**config.mk**
```make
export PLATFORM = sky130hd
export DESIGN_NAME = dma_irq_unit
export DESIGN_NICKNAME = d
export VERILOG_FILES = /design/src/rtl/dma_irq_pkg.sv /design/src/rtl/irq_evt_map.sv /design/src/rtl/irq_pend_bank.sv /design/src/rtl/irq_en_bank.sv /design/src/rtl/irq_line_gen.sv /design/src/rtl/dma_irq_unit.sv
export SDC_FILE = /design/constraint.sdc
export NUM_CORES = 1
export LEC_CHECK = 0
export ABC_AREA = 1
export BUFFER_PORTS_ARGS = -buffer_cell sky130_fd_sc_hd__buf_2
export CAP_MARGIN = 25
export CELL_PAD_IN_SITES_DETAIL_PLACEMENT = 0
export CELL_PAD_IN_SITES_GLOBAL_PLACEMENT = 2
export CORE_UTILIZATION = 29
export CTS_CLUSTER_SIZE = 8
export DETAILED_ROUTE_END_ITERATION = 6
export GPL_ROUTABILITY_DRIVEN = 0
export GPL_TIMING_DRIVEN = 0
export PLACE_DENSITY_LB_ADDON = 0.05
export SLEW_MARGIN = 20
export SYNTH_ARGS = -nofsm -noshare
export SYNTH_HDL_FRONTEND = slang
export SYNTH_HIERARCHICAL = 1
export SYNTH_SLANG_ARGS = --single-unit
```
**constraint.sdc**
```tcl
create_clock -name clk -period 2.2 [get_ports clk]
set_input_delay 0.44 -clock clk [delete_from_list [all_inputs] [get_ports clk]]
set_output_delay 0.44 -clock clk [all_outputs]
set_load 0.005 [all_outputs]
```
**src/rtl/dma_irq_pkg.sv**
```systemverilog
package dma_irq_pkg;

   // word select encoding on reg_sel
   localparam logic SEL_PEND = 1'b0;
   localparam logic SEL_EN   = 1'b1;

   // event kinds inside a channel's bit pair
   localparam int KIND_HALF = 0;
   localparam int KIND_END  = 1;

   // groups inside the status word
   localparam int GRP_NORM = 0;
   localparam int GRP_DED  = 1;

   // position of one event in the status word
   function automatic int evt_pos(input int chans, input int grp,
                                  input int ch, input int kind);
      return grp * (2 * chans) + 2 * ch + kind;
   endfunction

endpackage

```
**src/rtl/irq_evt_map.sv**
```systemverilog
module irq_evt_map #(
   parameter int CHANS = 8,
   localparam int W = 4 * CHANS
) (
   input  logic [CHANS-1:0] norm_half,
   input  logic [CHANS-1:0] norm_end,
   input  logic [CHANS-1:0] ded_half,
   input  logic [CHANS-1:0] ded_end,
   output logic [W-1:0]     evt
);
   import dma_irq_pkg::*;

   for (genvar c = 0; c < CHANS; c++) begin : g_ch
      assign evt[evt_pos(CHANS, GRP_NORM, c, KIND_HALF)] = norm_half[c];
      assign evt[evt_pos(CHANS, GRP_NORM, c, KIND_END)]  = norm_end[c];
      assign evt[evt_pos(CHANS, GRP_DED,  c, KIND_HALF)] = ded_half[c];
      assign evt[evt_pos(CHANS, GRP_DED,  c, KIND_END)]  = ded_end[c];
   end
endmodule

```
**src/rtl/irq_pend_bank.sv**
```systemverilog
module irq_pend_bank #(
   parameter int W = 32
) (
   input  logic         clk,
   input  logic         rst_n,
   input  logic [W-1:0] evt,
   input  logic         ack_wr,
   input  logic [W-1:0] ack_mask,
   output logic [W-1:0] pend
);
   for (genvar b = 0; b < W; b++) begin : g_bit
      logic bit_q;
      always_ff @(posedge clk) begin
         if (!rst_n)
            bit_q <= 1'b0;
         else if (evt[b])
            bit_q <= 1'b1;          // a new event beats an acknowledge
         else if (ack_wr && ack_mask[b])
            bit_q <= 1'b0;
      end
      assign pend[b] = bit_q;
   end
endmodule

```
**src/rtl/irq_en_bank.sv**
```systemverilog
module irq_en_bank #(
   parameter int W = 32
) (
   input  logic         clk,
   input  logic         rst_n,
   input  logic         wr,
   input  logic [W-1:0] wdata,
   output logic [W-1:0] en
);
   logic [W-1:0] en_q;

   always_ff @(posedge clk) begin
      if (!rst_n)
         en_q <= '0;
      else if (wr)
         en_q <= wdata;
   end

   assign en = en_q;
endmodule

```
**src/rtl/irq_line_gen.sv**
```systemverilog
module irq_line_gen #(
   parameter int W = 32,
   parameter bit REGISTERED = 1'b1
) (
   input  logic         clk,
   input  logic         rst_n,
   input  logic [W-1:0] pend,
   input  logic [W-1:0] en,
   output logic         irq
);
   logic any_live;
   assign any_live = |(pend & en);

   if (REGISTERED) begin : g_reg
      logic irq_q;
      always_ff @(posedge clk) begin
         if (!rst_n) irq_q <= 1'b0;
         else        irq_q <= any_live;
      end
      assign irq = irq_q;
   end else begin : g_comb
      logic unused_clk;
      assign unused_clk = clk ^ rst_n;
      assign irq = any_live;
   end
endmodule

```
**src/rtl/dma_irq_unit.sv**
```systemverilog
module dma_irq_unit #(
   parameter int CHANS = 8,
   parameter bit IRQ_REGISTERED = 1'b1,
   localparam int W = 4 * CHANS
) (
   input  logic             clk,
   input  logic             rst_n,
   input  logic [CHANS-1:0] norm_half_evt,
   input  logic [CHANS-1:0] norm_end_evt,
   input  logic [CHANS-1:0] ded_half_evt,
   input  logic [CHANS-1:0] ded_end_evt,
   input  logic             reg_sel,
   input  logic             reg_wr,
   input  logic [W-1:0]     reg_wdata,
   output logic [W-1:0]     reg_rdata,
   output logic             irq
);
   import dma_irq_pkg::*;

   if (CHANS < 1) begin : g_bad_chans
      $error("dma_irq_unit: CHANS must be at least 1");
   end

   logic [W-1:0] evt_all;
   logic [W-1:0] pend_q;
   logic [W-1:0] en_q;
   logic         pend_wr;
   logic         en_wr;

   assign pend_wr = reg_wr && (reg_sel == SEL_PEND);
   assign en_wr   = reg_wr && (reg_sel == SEL_EN);

   irq_evt_map #(.CHANS(CHANS)) u_map (
      .norm_half (norm_half_evt),
      .norm_end  (norm_end_evt),
      .ded_half  (ded_half_evt),
      .ded_end   (ded_end_evt),
      .evt       (evt_all)
   );

   irq_pend_bank #(.W(W)) u_pend (
      .clk      (clk),
      .rst_n    (rst_n),
      .evt      (evt_all),
      .ack_wr   (pend_wr),
      .ack_mask (reg_wdata),
      .pend     (pend_q)
   );

   irq_en_bank #(.W(W)) u_en (
      .clk   (clk),
      .rst_n (rst_n),
      .wr    (en_wr),
      .wdata (reg_wdata),
      .en    (en_q)
   );

   irq_line_gen #(.W(W), .REGISTERED(IRQ_REGISTERED)) u_line (
      .clk   (clk),
      .rst_n (rst_n),
      .pend  (pend_q),
      .en    (en_q),
      .irq   (irq)
   );

   assign reg_rdata = (reg_sel == SEL_EN) ? en_q : pend_q;
endmodule

```
==> results.md, run 1 <==
- Post-CTS sizing: 0
- Worst Path Required: 1.76 ns
- Setup tns final: 0 ns
- Placed cell area: 4352 um2
- Post-CTS Repair Setup Buffers: 0
- Die area: 13,570 um2
- Dominant cell type by area after synthesis: dfxtp_1
- Later-pin clock latency in the skew report: 0.33 ns
- Gr usage total: 16.55%
- Filler Cells Inserted: 1,455
- GRT Residual Overflow: 0
- Pins Over Slew Limit: 0
- Period utilization: 69.74%
- Post-synth EDFFs: 0
- # IOs: 101
- Crit path capture type: output pin
- Most frequent cell after synthesis: nand2_1
- Async S/R FF share, synth: 0%
- Final setup margin: 0.6658 ns
- Syn Inst Count: 606
- Worst-margin pin slew: 0.6915 ns
- Number of global-route vias before repair: 3,308
- CTS tree: done
- Pre-CTS setup slack: 0.5097 ns
- Final core occ: 36.68%
- PD cells: 729.2 nW/um2
- ANT nets after route: 0
- RSZ-0062 raised after global routing: false
- CTS clk-pin slew, worst paths: 0.06 ns
- Final Cell Area: 4667 um2
- Antenna violations before repair: 0
- Largest cells by area after synthesis: dfxtp_1 34%, nand2_1 26%, buf_4 13%, nor2_1 7.4%, inv_1 6.7%
- Worst Skew: 0.004443 ns
- Critical Path Start Type: input pin
- Register area share after synthesis: 34.23%
- Synthesized Nets: 674
- Leakage power: 0.002666 uW
- Clk root buf: clkbuf_16
- Drt total wl: 10,390 um
- Ys flop type: dfxtp_1
- Dpl hpwl: 7489 um
- Hold Vio Cnt, Final: 0
- Max Fclk: 651.8 MHz
- CTS Hold Bufs: 0
- I/O Buffers: 67
- Max-Cap Viols: 0
- Worst min-delay path category: input pin to register
- Worst Path Arrival: 1.09 ns
- Final net count: 752
- Status: complete, no violations
- Min Tclk post-route: 1.534 ns
- Via count: 3,428
- CTS H-Tree Depth: 3
- Residual DRC: 0
- Starting Density: 29.88%
- Die Y-Extent: 116.5 um
- Syn avg cell area: 6.273 um2
- Mean number of vias per cell: 3.986
- Area share of the largest cell type after synthesis: 34.23%
- Critical Path Fanout Max: 10
- Global-route wire length before repair: 16,370 um
- Final setup fails: 0
- Post-DR wirelength/cell: 12.08 um
- Maximum resistive drop on vdd: 0.3436 mV
- Share of layout cells above drive strength 1: 26.89%
- Cell area after synthesis: 3801 um2
- Synth unique cells: 13
- Kind of critical path: input pin to output pin
- Area added between synthesis and finish: 22.78%
- Yosys warnings: 6
- Top post-synthesis cells by count: 267 x nand2_1, 75 x nor2_1, 68 x inv_1, 66 x buf_4, 65 x dfxtp_1
- CTS sink count: 65
- Rows: 41
- Ant. Diodes: 0
- Die width: 116.5 um
- Core footprint: 12,720 um2
- 1st-pass router iterations: 4
- Slew headroom: 53.90%
- Clock buffer depth: 2
- Pin count of the biggest net entering global routing: 11
- WHS: 0.3536 ns
- Post-synthesis register bit count: 65
- Num CTS Buffers: 9
- DRT iter0 DRCs: 127
==> worst max-delay path: stages <==
cell	delay [ns]
buf_6	0.13
inv_6	0.09
buf_12	0.15
nand2_2	0.04
nand2_1	0.11
buf_2	0.13
==> stage by stage <==
stage,instances,total power (uW)
2_1_floorplan,606,1725
3_3_place_gp,845,1914
3_5_place_dp,845,1922
4_1_cts,860,3468
5_1_grt,860,3602
6_report,860,3403
==> cells in the final DEF, fill, tap and decap left out, types with 4 or more instances in the layout <==
master / n
nand2_1: 267
a21oi_2: 6
a21oi_1: 27
buf_4: 66
dfxtp_1: 65
nor2_1: 75
clkbuf_16: 9
clkbuf_8: 4
buf_6: 14
inv_1: 68
buf_2: 72
nand2_2: 10
==> flip-flops by register name, indices dropped and copies added, names as in the netlist <==
name                cells
u_line/irq              1
u_pend/g_bit.bit_q     32
u_en/en                32
==> path summary, 6_finish.rpt <==
kind | from | end | slack [ns] | cells past startpoint
setup reg to reg | u_pend/g_bit[9].bit_q | u_line/irq | 1.10 | 7
hold reg to reg | u_pend/g_bit[1].bit_q | u_pend/g_bit[1].bit_q | 0.46 | 2
setup / recovery | reg_sel | reg_rdata[0] | 0.67 | 6
hold / removal | ded_half_evt[5] | u_pend/g_bit[26].bit_q | 0.35 | 3
==> cells by family after synthesis <==
logic type      after synthesis  share of synthesized area (%)
buf+inv                     156                          25.41
flops                        65                          34.23
compound gates               33                          4.937
simple gates                352                          35.42
==> per-layer routing <==
layer | part of all wire [%] | track usage (%)
met1 | 49 | 20.46
met2 | 46 | 28.28
met3 | 3.7 | 3.010
met4 | 1.5 | 6.667
met5 | 0 | 0
==> layout make-up <==
class	count	area, um2	share of cell area (%)
Clock inverter	2	35.03	0.7507
Sequential cell	65	1301	27.88
Multi-Input combinational cell	385	1534	32.87
Timing Repair Buffer	67	335.3	7.185
Clock buffer	13	280.3	6.005
Buffer	87	701.9	15.04
Inverter	69	264.0	5.657
Tap cell	172	215.2	4.611
==> where the power goes <==
part | switching (uW) | internal, uW
combinational | 295 | 278
sequential | 47.7 | 1260
clock | 527 | 993
No activity file was read; power rests on OpenSTA's default activity.
==> run 2, diff against run 1 <==
- ABC_AREA: 1 -> 0
- clock period: 2.2 -> 1.33 ns (I/O delays scaled with it)
==> run 2 against run 1 <==
Net effect: total power increased by 53%; non-clock buffer count fell by 34; hold slack lost 0.22 ns; worst setup slack worse by 0.66 ns; critical endpoint is now reg_rdata[24].
==> results.md, run 2 <==
- Placed cell area: 4146 um2
- Core footprint: 12,060 um2
- GRT Residual Overflow: 0
- Yosys warnings: 6
- Gr usage total: 16.29%
- WHS: 0.1337 ns
- Worst Skew: 0.004188 ns
- Mux contribution to synthesized area: 21.82%
- Synthesized Nets: 429
- Dominant cell type by area after synthesis: dfxtp_1
- Syn Inst Count: 361
- Cell area after synthesis: 3601 um2
- Clock share of power: 40.6%
- Seq pwr share: 42.1%
- Final core occ: 37.13%
- Pin count of the biggest net entering global routing: 12
- ANT nets after route: 0
- Worst-margin pin slew: 0.5421 ns
- DRT iter0 DRCs: 80
- Area share of the largest cell type after synthesis: 36.14%
- Syn avg cell area: 9.975 um2
- PD cells: 1163 nW/um2
- Share of layout cells above drive strength 1: 50.24%
- Rows: 40
- CTS H-Tree Depth: 3
- Mean number of vias per cell: 4.387
- Via count: 2,562
- Number of global-route vias before repair: 2,620
- Critical Path Start Type: register
- Top post-synthesis cells by count: 65 x dfxtp_1, 64 x buf_4, 33 x nor2b_1
- Post-DR wirelength/cell: 16.59 um
- Worst Path Required: 1.06 ns
- Max Fclk: 753.6 MHz
- Clk root buf: clkbuf_16
- Die area: 12,870 um2
- CTS tree: done
- Clock buffer depth: 2
- Synth Area in Simple Gates: 6.602%
- Later-pin clock latency in the skew report: 0.33 ns
- I/O Buffers: 67
- Post-Synth Adder-Cell Area: 0%
- Switching pwr: 1332 uW
- Ys flop type: dfxtp_1
- Num CTS Buffers: 9
- Most frequent cell after synthesis: dfxtp_1
- Xor and xnor area share after synthesis: 0%
- Post-synth EDFFs: 0
- Hold Vio Cnt, Final: 0
- Final setup margin: 0.003043 ns
- Die Y-Extent: 113.4 um
- CTS clk-pin slew, worst paths: 0.06 ns
- CTS Hold Bufs: 0
- Global-route wire length before repair: 14,980 um
- Post-synthesis register bit count: 65
- Worst min-delay path category: input pin to register
- Residual DRC: 0
- Async S/R FF share, synth: 0%
- Drt total wl: 9687 um
- Worst Path Arrival: 1.06 ns
- Register area share after synthesis: 36.14%
- Kind of critical path: register to output pin
- Antenna violations before repair: 0
- Commonest non-fill, non-tap cell in the layout: dfxtp_2
- Slew headroom: 63.86%
- Main combinational cell family by area after synthesis: multiplexers
- Starting Density: 29.85%
- Max-Cap Viols: 0
- RSZ-0062 raised after global routing: true
- Die width: 113.4 um
- Largest cells by area after synthesis: dfxtp_1 36%, buf_4 13%, mux2_4 12%, mux2i_1 8.9%, nor2b_1 5.7%
- Pins Over Slew Limit: 0
- Commonest cells after routing, fill and taps aside: 42 x dfxtp_2, 41 x buf_2, 36 x buf_4
- Status: complete, no violations
- Synth unique cells: 19
- Crit path capture type: output pin
- Final Cell Area: 4478 um2
- Net Sw Frac: 25.57%
- Pre-CTS setup slack: -0.1830 ns
- # IOs: 101
- Area added between synthesis and finish: 24.36%
- Dpl hpwl: 6963 um
- Period utilization: 99.77%
- Ant. Diodes: 0
- Synth Area in Compound Gates: 13.79%
- Min Tclk post-route: 1.327 ns
- Leakage power: 0.001997 uW
- 1st-pass router iterations: 4
- Final setup fails: 0
- Maximum resistive drop on vdd: 0.5316 mV
- Final net count: 479
- Internal power: 3877 uW
- Power share of the combinational group: 17.3%
- Critical Path Fanout Max: 3
- CTS sink count: 65
==> run 2: through the flow <==
| stage | setup TNS, ns | cells | power, uW |
|---|---|---|---|
| 2_1_floorplan | 0 | 361 | 2800 |
| 3_3_place_gp | -8.215 | 596 | 3094 |
| 3_5_place_dp | -7.986 | 596 | 3100 |
| 4_1_cts | -0.01628 | 583 | 5317 |
| 5_1_grt | -0.4720 | 584 | 5512 |
| 6_report | 0 | 584 | 5209 |
==> run 2: cell families after synthesis <==
| family | count (synthesis) |
|---|---|
| flops | 65 |
| mux | 64 |
| buf+inv | 113 |
| simple gates | 38 |
| compound gates | 81 |
==> run 2: what timing repair did <==
| action | in CTS | in global routing |
|---|---|---|
| setup endpoints to repair | 33 | 33 |
| pin swaps | 0 | 1 |
| buffers inserted | 3 | 1 |
| resized for setup | 69 | 11 |
==> run 2: worst paths after layout <==
path / startpoint / to / slack [ns] / cells past startpoint
setup / recovery: u_pend/g_bit[24].bit_q / reg_rdata[24] / 0.003 / 2
hold / removal: reg_wdata[0] / u_pend/g_bit[0].bit_q / 0.13 / 2
setup reg to reg: u_pend/g_bit[26].bit_q / u_line/irq / 0.06 / 4
hold reg to reg: u_en/en[21] / u_en/en[21] / 0.52 / 2
==> run 2: per-layer routing <==
layer | up-vias | routed length, um | track usage (%) | share of wire [%]
met5 | - | 0 | 0 | 0
met4 | 0 | 56 | 3.947 | 0.58
met3 | 4 | 494 | 5.951 | 5.1
met2 | 74 | 4677 | 26.54 | 48
met1 | 1187 | 4458 | 20.45 | 46
li1 | 1297 | - | - | -
==> run 2: worst max-delay path: stages (launching register included) <==
cell and delay (ns):
dfxtp_2 0.33, mux2_4 0.28, buf_6 0.12
==> run 2: power by group through the flow <==
stage	registers, uW	logic [uW]	clock network, uW
detailed placement	2190	911	0
finish	2190	900	2110
CTS	2190	914	2210
floorplan	2170	630	0
global route	2210	987	2310
global placement	2190	907	0
==> run 2: layout make-up <==
type,instances,area (um2)
inverters,32,120.1
fillers,1278,7584
repair buffers,71,565.5
multi-input cells,183,1545
clock inverters,6,35.03
well taps,168,210.2
flip-flops and latches,65,1354
plain buffers,49,419.2
clock buffers,10,229.0
==> run 3, diff against run 2 <==
- CORE_UTILIZATION: 29 -> 34
- clock period: 1.33 -> 1.7 ns (I/O delays scaled with it)
==> run 3 against run 2 <==
Net effect: routed wire length decreased by 5.4%; global-route usage increased by 1.3 points; design area decreased by 3.9%; sequential share of layout area about the same; flip-flop and latch count unchanged; register-to-register slack improved by 0.25 ns; combinational power decreased by 22%; clock power decreased by 37%; via count increased by 2.9%; die area decreased by 14%; count of clock-buffer cells in the layout increased by 2; critical path depth increased by 1; critical endpoint is now reg_rdata[5]; largest cell class unchanged; highest routed layer unchanged.
==> results.md, run 3 (synthesis gave the netlist of run 2 again) <==
- Hold_sp: reg_wdata[17]
- Drt total wl: 9166 um
- Number of global-route vias before repair: 2,682
- Post-CTS Repair Setup Buffers: 0
- Max-Cap Viols: 0
- Ant. Diodes: 0
- Kind of critical path: register to output pin
- Crit path capture type: output pin
- Via count: 2,636
- Area added between synthesis and finish: 19.46%
- Filler Cells Inserted: 1,076
- Status: complete, no violations
- 1st-pass router iterations: 4
- Die area: 11,010 um2
- Pins Over Slew Limit: 0
- Critical Path Start Type: register
- Final setup fails: 0
- Rows: 37
- Critical Path Fanout Max: 2
- Final setup margin: 0.1788 ns
- Worst Skew: 0.007437 ns
- Worst Path Arrival: 1.18 ns
- Antenna violations before repair: 0
- Num CTS Buffers: 9
- GRT Residual Overflow: 0
- Worst Path Required: 1.36 ns
- Commonest non-fill, non-tap cell in the layout: buf_2
- Mean number of vias per cell: 4.553
- Maximum resistive drop on vdd: 0.2909 mV
- CTS clk-pin slew, worst paths: 0.07 ns
- DRT iter0 DRCs: 70
- Max Fclk: 657.4 MHz
- CTS tree: done
- Worst r2r src: u_pend/g_bit[12].bit_q
- Min Tclk post-route: 1.521 ns
- Hold path depth: 2
- Pin count of the biggest net entering global routing: 12
- Residual DRC: 0
- Pre-CTS setup slack: 0.1310 ns
- Worst-margin pin slew: 0.5276 ns
- ANT nets after route: 0
- Period utilization: 89.48%
- Worst min-delay path category: input pin to register
- Global-route wire length before repair: 14,330 um
- R2R Path End: u_line/irq
- Share of layout cells above drive strength 1: 43.34%
- Clock buffer depth: 2
- Core footprint: 10,280 um2
- Leakage power: 0.002051 uW
- Slew headroom: 64.83%
- Register area: 1301 um2
- Multi-input logic area: 1520 um2
- Later-pin clock latency in the skew report: 0.34 ns
- PD cells: 863.4 nW/um2
- CTS H-Tree Depth: 3
- Post-CTS sizing: 0
- RSZ-0062 raised after global routing: false
- Dpl hpwl: 6551 um
- Die Y-Extent: 104.9 um
- I/O Buffers: 67
- Die width: 104.9 um
- Clk root buf: clkbuf_8
- Min-Delay Endpoint: u_pend/g_bit[17].bit_q
- Gr usage total: 17.56%
- CTS Hold Bufs: 0
- Final net count: 507
- R2R depth: 4
- CTS sink count: 65
- Hold Vio Cnt, Final: 0
- # IOs: 101
- Reg2Reg Setup Slack: 0.31 ns
- Critical Path Start: u_pend/g_bit[5].bit_q
- Setup tns final: 0 ns
- Post-DR wirelength/cell: 15.83 um
- Commonest cells after routing, fill and taps aside: 73 x buf_2, 65 x dfxtp_1, 64 x buf_4
- Starting Density: 35.04%
## run 3: changes by cell type in the layout (fill, tap and decap cells not counted), sizes merged
cell | before | now
clkinvlp | 2 | 0
bufinv | 0 | 1
clkinv | 4 | 2
clkbuf | 13 | 15
buf | 117 | 145
## run 3: power by group
group / total, uW / switching [uW] / leakage, uW / internal (uW)
clock: 1330 / 589 / 0.000102 / 746
sequential: 1680 / 56.5 / 0.000538 / 1620
combinational: 700 / 297 / 0.00141 / 404
## run 3: cell type report
type,count,area share [%]
Buffer,81,15.33
Sequential cell,65,30.25
Multi-Input combinational cell,183,35.34
Inverter,32,2.792
Timing Repair Buffer,67,7.795
Clock buffer,12,3.607
Clock inverter,3,0.9308
Tap cell,136,3.956
## run 3: critical path, stage by stage (launching register included)
cell and delay [ns]:
dfxtp_1 0.32, buf_4 0.13, mux2_4 0.27, buf_2 0.13
## run 3: per-stage QoR
stage / util, % / cells / area [um2] / total power [uW] / hold slack, ns
floorplan: - / 361 / 3601 / 2190 / 0.4473
finish: 41.86 / 579 / 4302 / 3714 / 0.2039
global placement: 39.96 / 564 / 4106 / 2411 / 0.5212
global route: 41.86 / 579 / 4302 / 3899 / 0.1964
CTS: 41.86 / 579 / 4302 / 3765 / 0.1884
detailed placement: 39.96 / 564 / 4106 / 2418 / 0.5268
## run 3: worst max-delay path by stage
stage / endpoint / cells past startpoint / slack (ns)
floorplan: u_en/en[0] / 7 / 0.35
global placement: u_pend/g_bit[9].bit_q / 5 / 0.15
detailed placement: u_pend/g_bit[12].bit_q / 5 / 0.13
CTS: reg_rdata[5] / 3 / 0.16
global route: reg_rdata[26] / 3 / 0.13
finish: reg_rdata[5] / 3 / 0.18
## run 3: layer usage
layer / up-vias / part of all wire, % / GRT usage (%)
met4: 0 / 1.5 / 6.942
met1: 1200 / 49 / 22.57
li1: 1343 / - / -
met3: 12 / 4.7 / 3.493
met5: - / 0 / 0
met2: 81 / 45 / 28.81
